[src/rtl/swa_pkg.sv]
package swa_pkg;

    typedef enum logic {
        OWN_FREE = 1'b0,
        OWN_HELD = 1'b1
    } own_e;

    // Next round-robin start after a winner, wrapping at n.
    function automatic int unsigned rr_after(int unsigned idx, int unsigned n);
        return (idx + 1 >= n) ? 0 : idx + 1;
    endfunction

endpackage

[src/rtl/swa_rr_pick.sv]
module swa_rr_pick #(
    parameter int unsigned N = 5,
    parameter int unsigned W = (N > 1) ? $clog2(N) : 1
) (
    input  logic [N-1:0] req,
    input  logic [W-1:0] base,
    output logic         any,
    output logic [W-1:0] idx
);
    always_comb begin
        int unsigned p;
        any = 1'b0;
        idx = '0;
        for (int unsigned k = 0; k < N; k++) begin
            p = 32'(base) + k;
            if (p >= N) p = p - N;
            if (!any && req[p]) begin
                any = 1'b1;
                idx = W'(p);
            end
        end
    end
endmodule

[src/rtl/swa_out_ctl.sv]
module swa_out_ctl
    import swa_pkg::*;
#(
    parameter int unsigned N_IN  = 5,
    parameter int unsigned SEL_W = $clog2(N_IN)
) (
    input  logic               clk,
    input  logic               rst,
    input  logic [N_IN-1:0]    req,
    input  logic [N_IN-1:0]    eop,
    input  logic               rdy,
    output logic [N_IN-1:0]    pop,
    output logic               val,
    output logic [SEL_W-1:0]   sel,
    output logic               held
);
    own_e             state_q;
    logic [SEL_W-1:0] owner_q;
    logic [SEL_W-1:0] ptr_q;

    logic             pick_any;
    logic [SEL_W-1:0] pick_idx;
    logic [SEL_W-1:0] cand;
    logic             cand_v;

    swa_rr_pick #(.N(N_IN), .W(SEL_W)) u_pick (
        .req  (req),
        .base (ptr_q),
        .any  (pick_any),
        .idx  (pick_idx)
    );

    always_comb begin
        if (state_q == OWN_HELD) begin
            cand   = owner_q;
            cand_v = req[owner_q];
        end else begin
            cand   = pick_idx;
            cand_v = pick_any;
        end
        val = cand_v & rdy;
        pop = '0;
        if (val) pop[cand] = 1'b1;
    end

    assign sel  = cand;
    assign held = (state_q == OWN_HELD);

    always_ff @(posedge clk) begin
        if (rst) begin
            state_q <= OWN_FREE;
            owner_q <= '0;
            ptr_q   <= '0;
        end else if (val) begin
            if (eop[cand]) begin
                state_q <= OWN_FREE;
                ptr_q   <= SEL_W'(rr_after(32'(cand), N_IN));
            end else begin
                state_q <= OWN_HELD;
                owner_q <= cand;
            end
        end
    end
endmodule

[src/rtl/swa_top.sv]
module swa_top #(
    parameter int unsigned N_IN  = 5,
    parameter int unsigned N_OUT = 5,
    localparam int unsigned SEL_W = (N_IN > 1) ? $clog2(N_IN) : 1,
    localparam int unsigned LANES = N_IN * N_OUT
) (
    input  logic                   clk,
    input  logic                   rst,
    input  logic [LANES-1:0]       req_i,
    input  logic [LANES-1:0]       eop_i,
    input  logic [N_OUT-1:0]       out_rdy_i,
    output logic [LANES-1:0]       pop_o,
    output logic [N_OUT-1:0]       out_val_o,
    output logic [N_OUT*SEL_W-1:0] out_sel_o,
    output logic [N_OUT-1:0]       held_o
);
    for (genvar o = 0; o < N_OUT; o++) begin : g_out
        logic [N_IN-1:0] req_col;
        logic [N_IN-1:0] eop_col;
        logic [N_IN-1:0] pop_col;

        for (genvar i = 0; i < N_IN; i++) begin : g_lane
            assign req_col[i]           = req_i[i*N_OUT + o];
            assign eop_col[i]           = eop_i[i*N_OUT + o];
            assign pop_o[i*N_OUT + o]   = pop_col[i];
        end

        swa_out_ctl #(.N_IN(N_IN), .SEL_W(SEL_W)) u_ctl (
            .clk  (clk),
            .rst  (rst),
            .req  (req_col),
            .eop  (eop_col),
            .rdy  (out_rdy_i[o]),
            .pop  (pop_col),
            .val  (out_val_o[o]),
            .sel  (out_sel_o[o*SEL_W +: SEL_W]),
            .held (held_o[o])
        );
    end
endmodule

[config.mk]
export PLATFORM = sky130hd
export DESIGN_NAME = swa_top
export DESIGN_NICKNAME = d
export VERILOG_FILES = /design/src/rtl/swa_pkg.sv /design/src/rtl/swa_rr_pick.sv /design/src/rtl/swa_out_ctl.sv /design/src/rtl/swa_top.sv
export SDC_FILE = /design/constraint.sdc
export NUM_CORES = 1
export LEC_CHECK = 0
export ABC_AREA = 0
export BUFFER_PORTS_ARGS = -buffer_cell sky130_fd_sc_hd__clkbuf_2
export CORE_MARGIN = 1.5
export CORE_UTILIZATION = 62
export DETAILED_ROUTE_END_ITERATION = 12
export PLACE_DENSITY = 0.84
export REMOVE_ABC_BUFFERS = 1
export SYNTH_ARGS = -nofsm -noshare
export SYNTH_HDL_FRONTEND = slang
export SYNTH_SLANG_ARGS = --single-unit
[constraint.sdc]
create_clock -name clk -period 11.76 [get_ports clk]
set_input_delay 1.176 -clock clk [delete_from_list [all_inputs] [get_ports clk]]
set_output_delay 1.176 -clock clk [all_outputs]
set_load 0.01 [all_outputs]
### Yosys cells after proc, flatten, opt, wreduce, memory -nomap -nowiden

Index checks and enable logic that the tools add are counted.

| storage, ports and cells | value |
|---|---|
| register bits | 35 |
| word-level logic and storage cells | 380 |
| input port bits | 57 |
| output and inout bits | 50 |

| cells by class | value |
|---|---|
| reduce and logical (&&, ||, !) cells | 55 |
| bitwise gates (word level) | 10 |
| add/sub/neg operators | 50 |
| $lt $le $gt $ge | 70 |
| muxes and demuxes | 180 |

Operators by type and width:

| cell | number |
|---|---|
| less-than comparator 32 x 4 -> 1 bit, second input constant | 25 |
| 2-to-1 mux 32 bit | 25 |
| binary-select mux 1 bit (select 3 bit) | 35 |
| 2-to-1 mux 3 bit | 35 |
| >= comparator 4 x 3 -> 1 bit, second input constant | 25 |
| subtractor 4 x 3 -> 5 bit, second input constant | 20 |
| 2-to-1 mux 1 bit | 75 |
| adder 3 x 1 -> 4 bit, second input constant | 10 |
| adder 3 x 2 -> 4 bit, second input constant | 10 |
| less-than comparator 3 x 4 -> 1 bit, second input constant | 10 |
| logical AND 1 bit | 25 |
| 2-to-1 mux 5 bit | 5 |
| adder 3 x 3 -> 4 bit, second input constant | 5 |
| logical NOT 1 bit | 20 |
| AND reduction 2 bit | 10 |
| subtractor 3 x 3 -> 4 bit, second input constant | 5 |
| demux 1 bit (select 3 bit) | 5 |
| >= comparator 3 x 1 -> 1 bit, second input constant | 5 |
| >= comparator 3 bit, second input constant | 5 |
| AND 1 bit | 5 |
| NOT 1 bit | 5 |

### Logic depth before layout (Yosys ltp)

| logic depth | value |
|---|---|
| word-level depth | 23 |
| mapped depth | 20 |
| depth with buffers taken out | 18 |

### Hierarchy

Synthesis repeated with hierarchy kept, for this count alone.

| unflattened totals | value |
|---|---|
| cells, all modules | 992 |
| area, all modules | 8239.2 um2 |

Modules (own cells, without submodules):

| module | times used | area each (um2) | cells each |
|---|---|---|---|
| swa_rr_pick | 5 | 1102.3 | 139 |
| swa_out_ctl (g_out[1].u_ctl ...) | 3 | 568.0 | 61 |
| swa_out_ctl (g_out[4].u_ctl) | 1 | 530.5 | 58 |
| swa_out_ctl (g_out[0].u_ctl) | 1 | 493.0 | 56 |

### Worst setup path after synthesis

OpenSTA, ideal clock, no wires.

| timing path | value |
|---|---|
| path kind | register -> output |
| from | register g_out[1].u_ctl.ptr_q[1] |
| to | output pop_o[11] |
| required time | 10.584 ns |
| arrival | 3.898 ns |
| cell stages (with the launch flop) | 16 |
| setup slack | 6.686 ns |
| cells stage by stage | dfxtp_1 > clkbuf_1 > inv_1 > ha_1 > buf_2 > buf_2 > mux2i_1 > nor2_1 > mux2_2 > or3_1 > clkbuf_1 > o2bb2ai_1 > a221o_1 > a31oi_1 > inv_1 > nor4_1 |

| between the ends | value |
|---|---|
| longest elaborated chain between the ends | 23 |
| elaborated cells on any way between the ends | 56 |
| those cells by class | add/sub (9); order compare (7); mux (30); bitwise (1); reduce/logical (9) |

RTL lines:

| what | RTL line | text |
|---|---|---|
| start: declaration | swa_out_ctl.sv:19 | `logic [SEL_W-1:0] ptr_q;` |
| start signal: assignment | swa_out_ctl.sv:57 | `ptr_q <= SEL_W'(rr_after(32'(cand), N_IN));` |
| branches (longest 16 deep; another with subtractor 4 x 3 -> 5 bit) | n/a |  |
| 2-to-1 mux 3 bit (*) | swa_rr_pick.sv:17 | `if (!any && req[p]) begin` |
| 2-to-1 mux 3 bit (*) | swa_out_ctl.sv:34 | `if (state_q == OWN_HELD) begin` |
| net out_sel_o[3] | swa_top.sv:14 | `output logic [N_OUT*SEL_W-1:0] out_sel_o,` |
| less-than comparator 3 x 4 -> 1 bit (implied by the code) or >= comparator 3 x 1 -> 1 bit (tied branches) | swa_out_ctl.sv:43 | `if (val) pop[cand] = 1'b1;` |
| logical AND 1 bit (implied by the code) | swa_out_ctl.sv:43 |  |
| 2-to-1 mux 1 bit (implied by the code) | swa_out_ctl.sv:43 |  |
| demux 1 bit (select 3 bit) (*) | n/a |  |
| 2-to-1 mux 5 bit (*) | swa_out_ctl.sv:43 |  |
| end: declaration | swa_top.sv:12 | `output logic [LANES-1:0] pop_o,` |

Mark *: on every way through the listed nets, which the timed path passes. The select of a mux whose other input is x is not followed.

### Worst setup path in the final report

| timing path | value |
|---|---|
| from | register g_out[4].u_ctl.ptr_q[1] |
| to | output pop_o[19] |

| between the ends | value |
|---|---|
| longest elaborated chain between the ends | 23 |
| elaborated cells on any way between the ends | 56 |
| those cells by class | add/sub (9); order compare (7); mux (30); bitwise (1); reduce/logical (9) |

RTL lines:

| what | RTL line |
|---|---|
| start: declaration | swa_out_ctl.sv:19 |
| start signal: assignment | swa_out_ctl.sv:57 |
| branches (longest 22 deep; another with subtractor 4 x 3 -> 5 bit) | n/a |
| 2-to-1 mux 5 bit (*) | swa_out_ctl.sv:43 |

Mark *: on every way between the ends. The select of a mux whose other input is x is not followed.

==> out/qor.yml <==
outcome: "completed"
via_count: 9931
overflow: 0
synth_top_cell_by_area: "ha_1"
cp_common_cell: "inv_1"
grt_pass1_vias: 8798
place_ws_ps: 5730
syn_area_per_cell_um2: 7.31
cpMaxStageDelayCell: "a222oi_1"
final_nets: 1405
htreeDepth: 2
io_pins: 107
drt_iter0_drc: 962
r2r_end: "g_out[4].u_ctl.owner_q[0]"
numCtsBuffers: 5
synth-main-ff-cell: "dfxtp_1"
clockBufferDepth: 2
synth_top_cells_by_count: "nand2_1 (102), nor2_1 (102), ha_1 (73)"
synth-edff-count: 0
synth_area_mm2: 0.00905
rrSetupSlack_ps: 5850
required_ps: 10580
die_area_mm2: 0.0153
min_to: "g_out[3].u_ctl.owner_q[1]"
ys_ff_latch: 35
postCtsHoldBufs: 0
cp_top_family: "compound AO/OA/AOI/OAI gates"
ys.warnings.count: 0
drt_first_pass_iters: 7
hold_viol_final: 0
whs_path_depth: 2
cp-start-kind: "flip-flop"
min_period_ps: 6460
gp_congestion: 0.961
crit_fanout: 15
power_density_mw_per_mm2: 282
ant_nets: 0
async_reset_ff_share_pct: 0
synthAdderAreaFrac_pct: 10.1
area_growth_pct: 5.81
drc_errors: 0
rows: 43
yosysSeqAreaShare_pct: 7.74
grt_usage_pct: 33.0
cts_root_buf: "clkbuf_16"
synth_area_leaders: "ha_1 (10%), dfxtp_1 (7.7%), mux2i_1 (4.5%)"
max_slew_margin_pct: 14.6
finalCritPeriodShare_pct: 54.9
max_freq_mhz: 155
core-area_mm2: 0.0140
yosysTopAreaCellShare_pct: 10.1
grt_pass1_wl_mm: 42.0
maxCapViolCount: 0
hp-start: "g_out[3].u_ctl.owner_q[1]"
die_h_um: 124
crit_chain: "inv_1 -> ha_1 -> mux4_2 -> and3_1 -> a221oi_1 -> nand4_1 -> a221o_1 -> a222oi_1 -> inv_1 -> nor2_1 -> clkbuf_2"
postCtsSetupRepairBufs: 0
antenna_found_initial: 0
avgViaCountPerCell: 6.82
routedWlPerCell_um: 17.6
clkLatencyLatePin_ps: 290
grt_max_degree: 48
skew_ps: 6.60
rsz0062_at_grt: "false"
tightest_slew_ps: 1280
power.leakage_nw: 4.04
synthSimpleGateAreaFrac_pct: 27.3
synth-xor-area-share_pct: 2.39
diodes: 0
synth_top_family_by_area: "compound AO/OA/AOI/OAI gates"
timing.final.ws_setup_ps: 5300
routed_wl_mm: 25.6
dp_hpwl_mm: 19.0
portBuffers: 106
cts_tree: "yes"
synth_compound_area_share_pct: 34.0
cts.sinks: 35
tns_ps: 0
hp-class: "flip-flop to flip-flop"
r2r_cells: 12
finalSetupViolCount: 0
muxShareOfSynthArea_pct: 10.7
worst-path-buf-inv: 3
cp.arrival_ps: 5280
critPathCaptureType: "output port"
cts-resized-gates: 0
chipWidth_um: 124
critPathMaxStageDelay_ps: 980
max-vdd-ir-drop_uv: 126
rr_startpoint: "g_out[4].u_ctl.ptr_q[1]"
finish.utilization_pct: 68.2
ys_types: 110
drive_above_1_share_pct: 16.2
worstSetupPathType: "flip-flop to output port"
start_util_pct: 64.5
slew_viol_final: 0
clkTransAtPathRegs_ps: 60
synth_cells: 1238
-- placed cells by master (no fill, tap or decap), types with 8 or more instances in the layout --
| cell type | netlist | final |
|---|---|---|
| nand2b_1 | 37 | 37 |
| nor2b_1 | 26 | 26 |
| nor3_1 | 36 | 36 |
| a21oi_1 | 62 | 62 |
| inv_1 | 61 | 61 |
| or3_1 | 14 | 14 |
| dfxtp_1 | 35 | 35 |
| nand3b_1 | 8 | 8 |
| a31oi_1 | 19 | 19 |
| o21a_1 | 9 | 9 |
| o21ai_0 | 62 | 62 |
| a311oi_1 | 9 | 9 |
| a211o_1 | 14 | 14 |
| nor4_1 | 12 | 12 |
| mux2i_1 | 41 | 41 |
| or2_2 | 12 | 12 |
| nand2_1 | 102 | 102 |
| a211oi_1 | 24 | 24 |
| clkbuf_2 | 0 | 106 |
| o31ai_1 | 15 | 15 |
| mux2_2 | 14 | 14 |
| o22ai_1 | 9 | 9 |
| nor3b_1 | 9 | 9 |
| o211ai_1 | 9 | 9 |
| mux4_2 | 16 | 16 |
| nand4_1 | 14 | 14 |
| xnor2_1 | 14 | 14 |
| ha_1 | 73 | 73 |
| o21ai_1 | 14 | 14 |
| o32ai_1 | 9 | 9 |
| nand3_1 | 36 | 36 |
| nor2_1 | 102 | 102 |
| and2_1 | 16 | 16 |
| a21o_1 | 25 | 25 |
-- state kept, by name, summed over array words and instances (netlist names) --
register             cells
g_out.u_ctl.held         5
g_out.u_ctl.owner_q     15
g_out.u_ctl.ptr_q       15
-- kinds of logic after synthesis --
| group | after synthesis |
|---|---|
| AOI/OAI and AO/OA | 413 |
| xor gates and xnor gates | 23 |
| adders and majority gates | 73 |
| buffers and inverters | 152 |
| DFF | 35 |
| muxes | 73 |
| and+or+nand+nor | 469 |
-- metal layers --
| layer | part of all wire, % | vias to the layer above | global-route usage [%] |
|---|---|---|---|
| met4 | 2.7 | 0 | 11.0 |
| met2 | 47 | 510 | 56.4 |
| li1 | - | 4770 | - |
| met3 | 7.3 | 70 | 2.61 |
| met5 | 0 | - | 0 |
| met1 | 43 | 4581 | 43.8 |
-- worst max path at each step --
stage,startpoint,to,cells after the start
2_1_floorplan,g_out[2].u_ctl.ptr_q[0],pop_o[12],13
3_3_place_gp,g_out[0].u_ctl.ptr_q[0],pop_o[5],13
3_5_place_dp,g_out[4].u_ctl.ptr_q[1],pop_o[19],11
4_1_cts,g_out[4].u_ctl.ptr_q[1],pop_o[19],11
5_1_grt,g_out[0].u_ctl.ptr_q[0],pop_o[5],13
6_report,g_out[4].u_ctl.ptr_q[1],pop_o[19],11
-- worst register-to-register path, cell delays in order (launching register included) --
cell	delay [ps]
dfxtp_1	670
inv_1	310
ha_1	660
mux4_2	580
and3_1	180
a221oi_1	580
nand4_1	270
a221o_1	320
a222oi_1	980
mux4_2	510
a21oi_1	420
mux2i_1	260
nor2_1	50
-- final cells by class --
class                      instances  area, um2
multi-input combinational       1051       7640
fill                            1227       4470
sequential                        35        701
timing repair buffer             112        576
inverter                          70        263
tap                              180        225
clock buffer                       5        125
clock inverter                     3       43.8
-- through the flow --
step,std cells,power [mW],cell area [um2],hold WS (ps)
2_1_floorplan,1156,1.96,8610,472
5_1_grt,1456,2.95,9580,551
4_1_cts,1456,2.65,9580,527
3_3_place_gp,1448,2.44,9410,503
6_report,1456,2.70,9580,521
3_5_place_dp,1448,2.49,9410,519
-- power by group --
part	switching (mW)	internal, mW	total [mW]
Clock	0.0539	0.0999	0.154
Sequential	0.0691	0.154	0.223
Combinational	1.41	0.911	2.32
No activity file was read; power rests on OpenSTA's default activity.
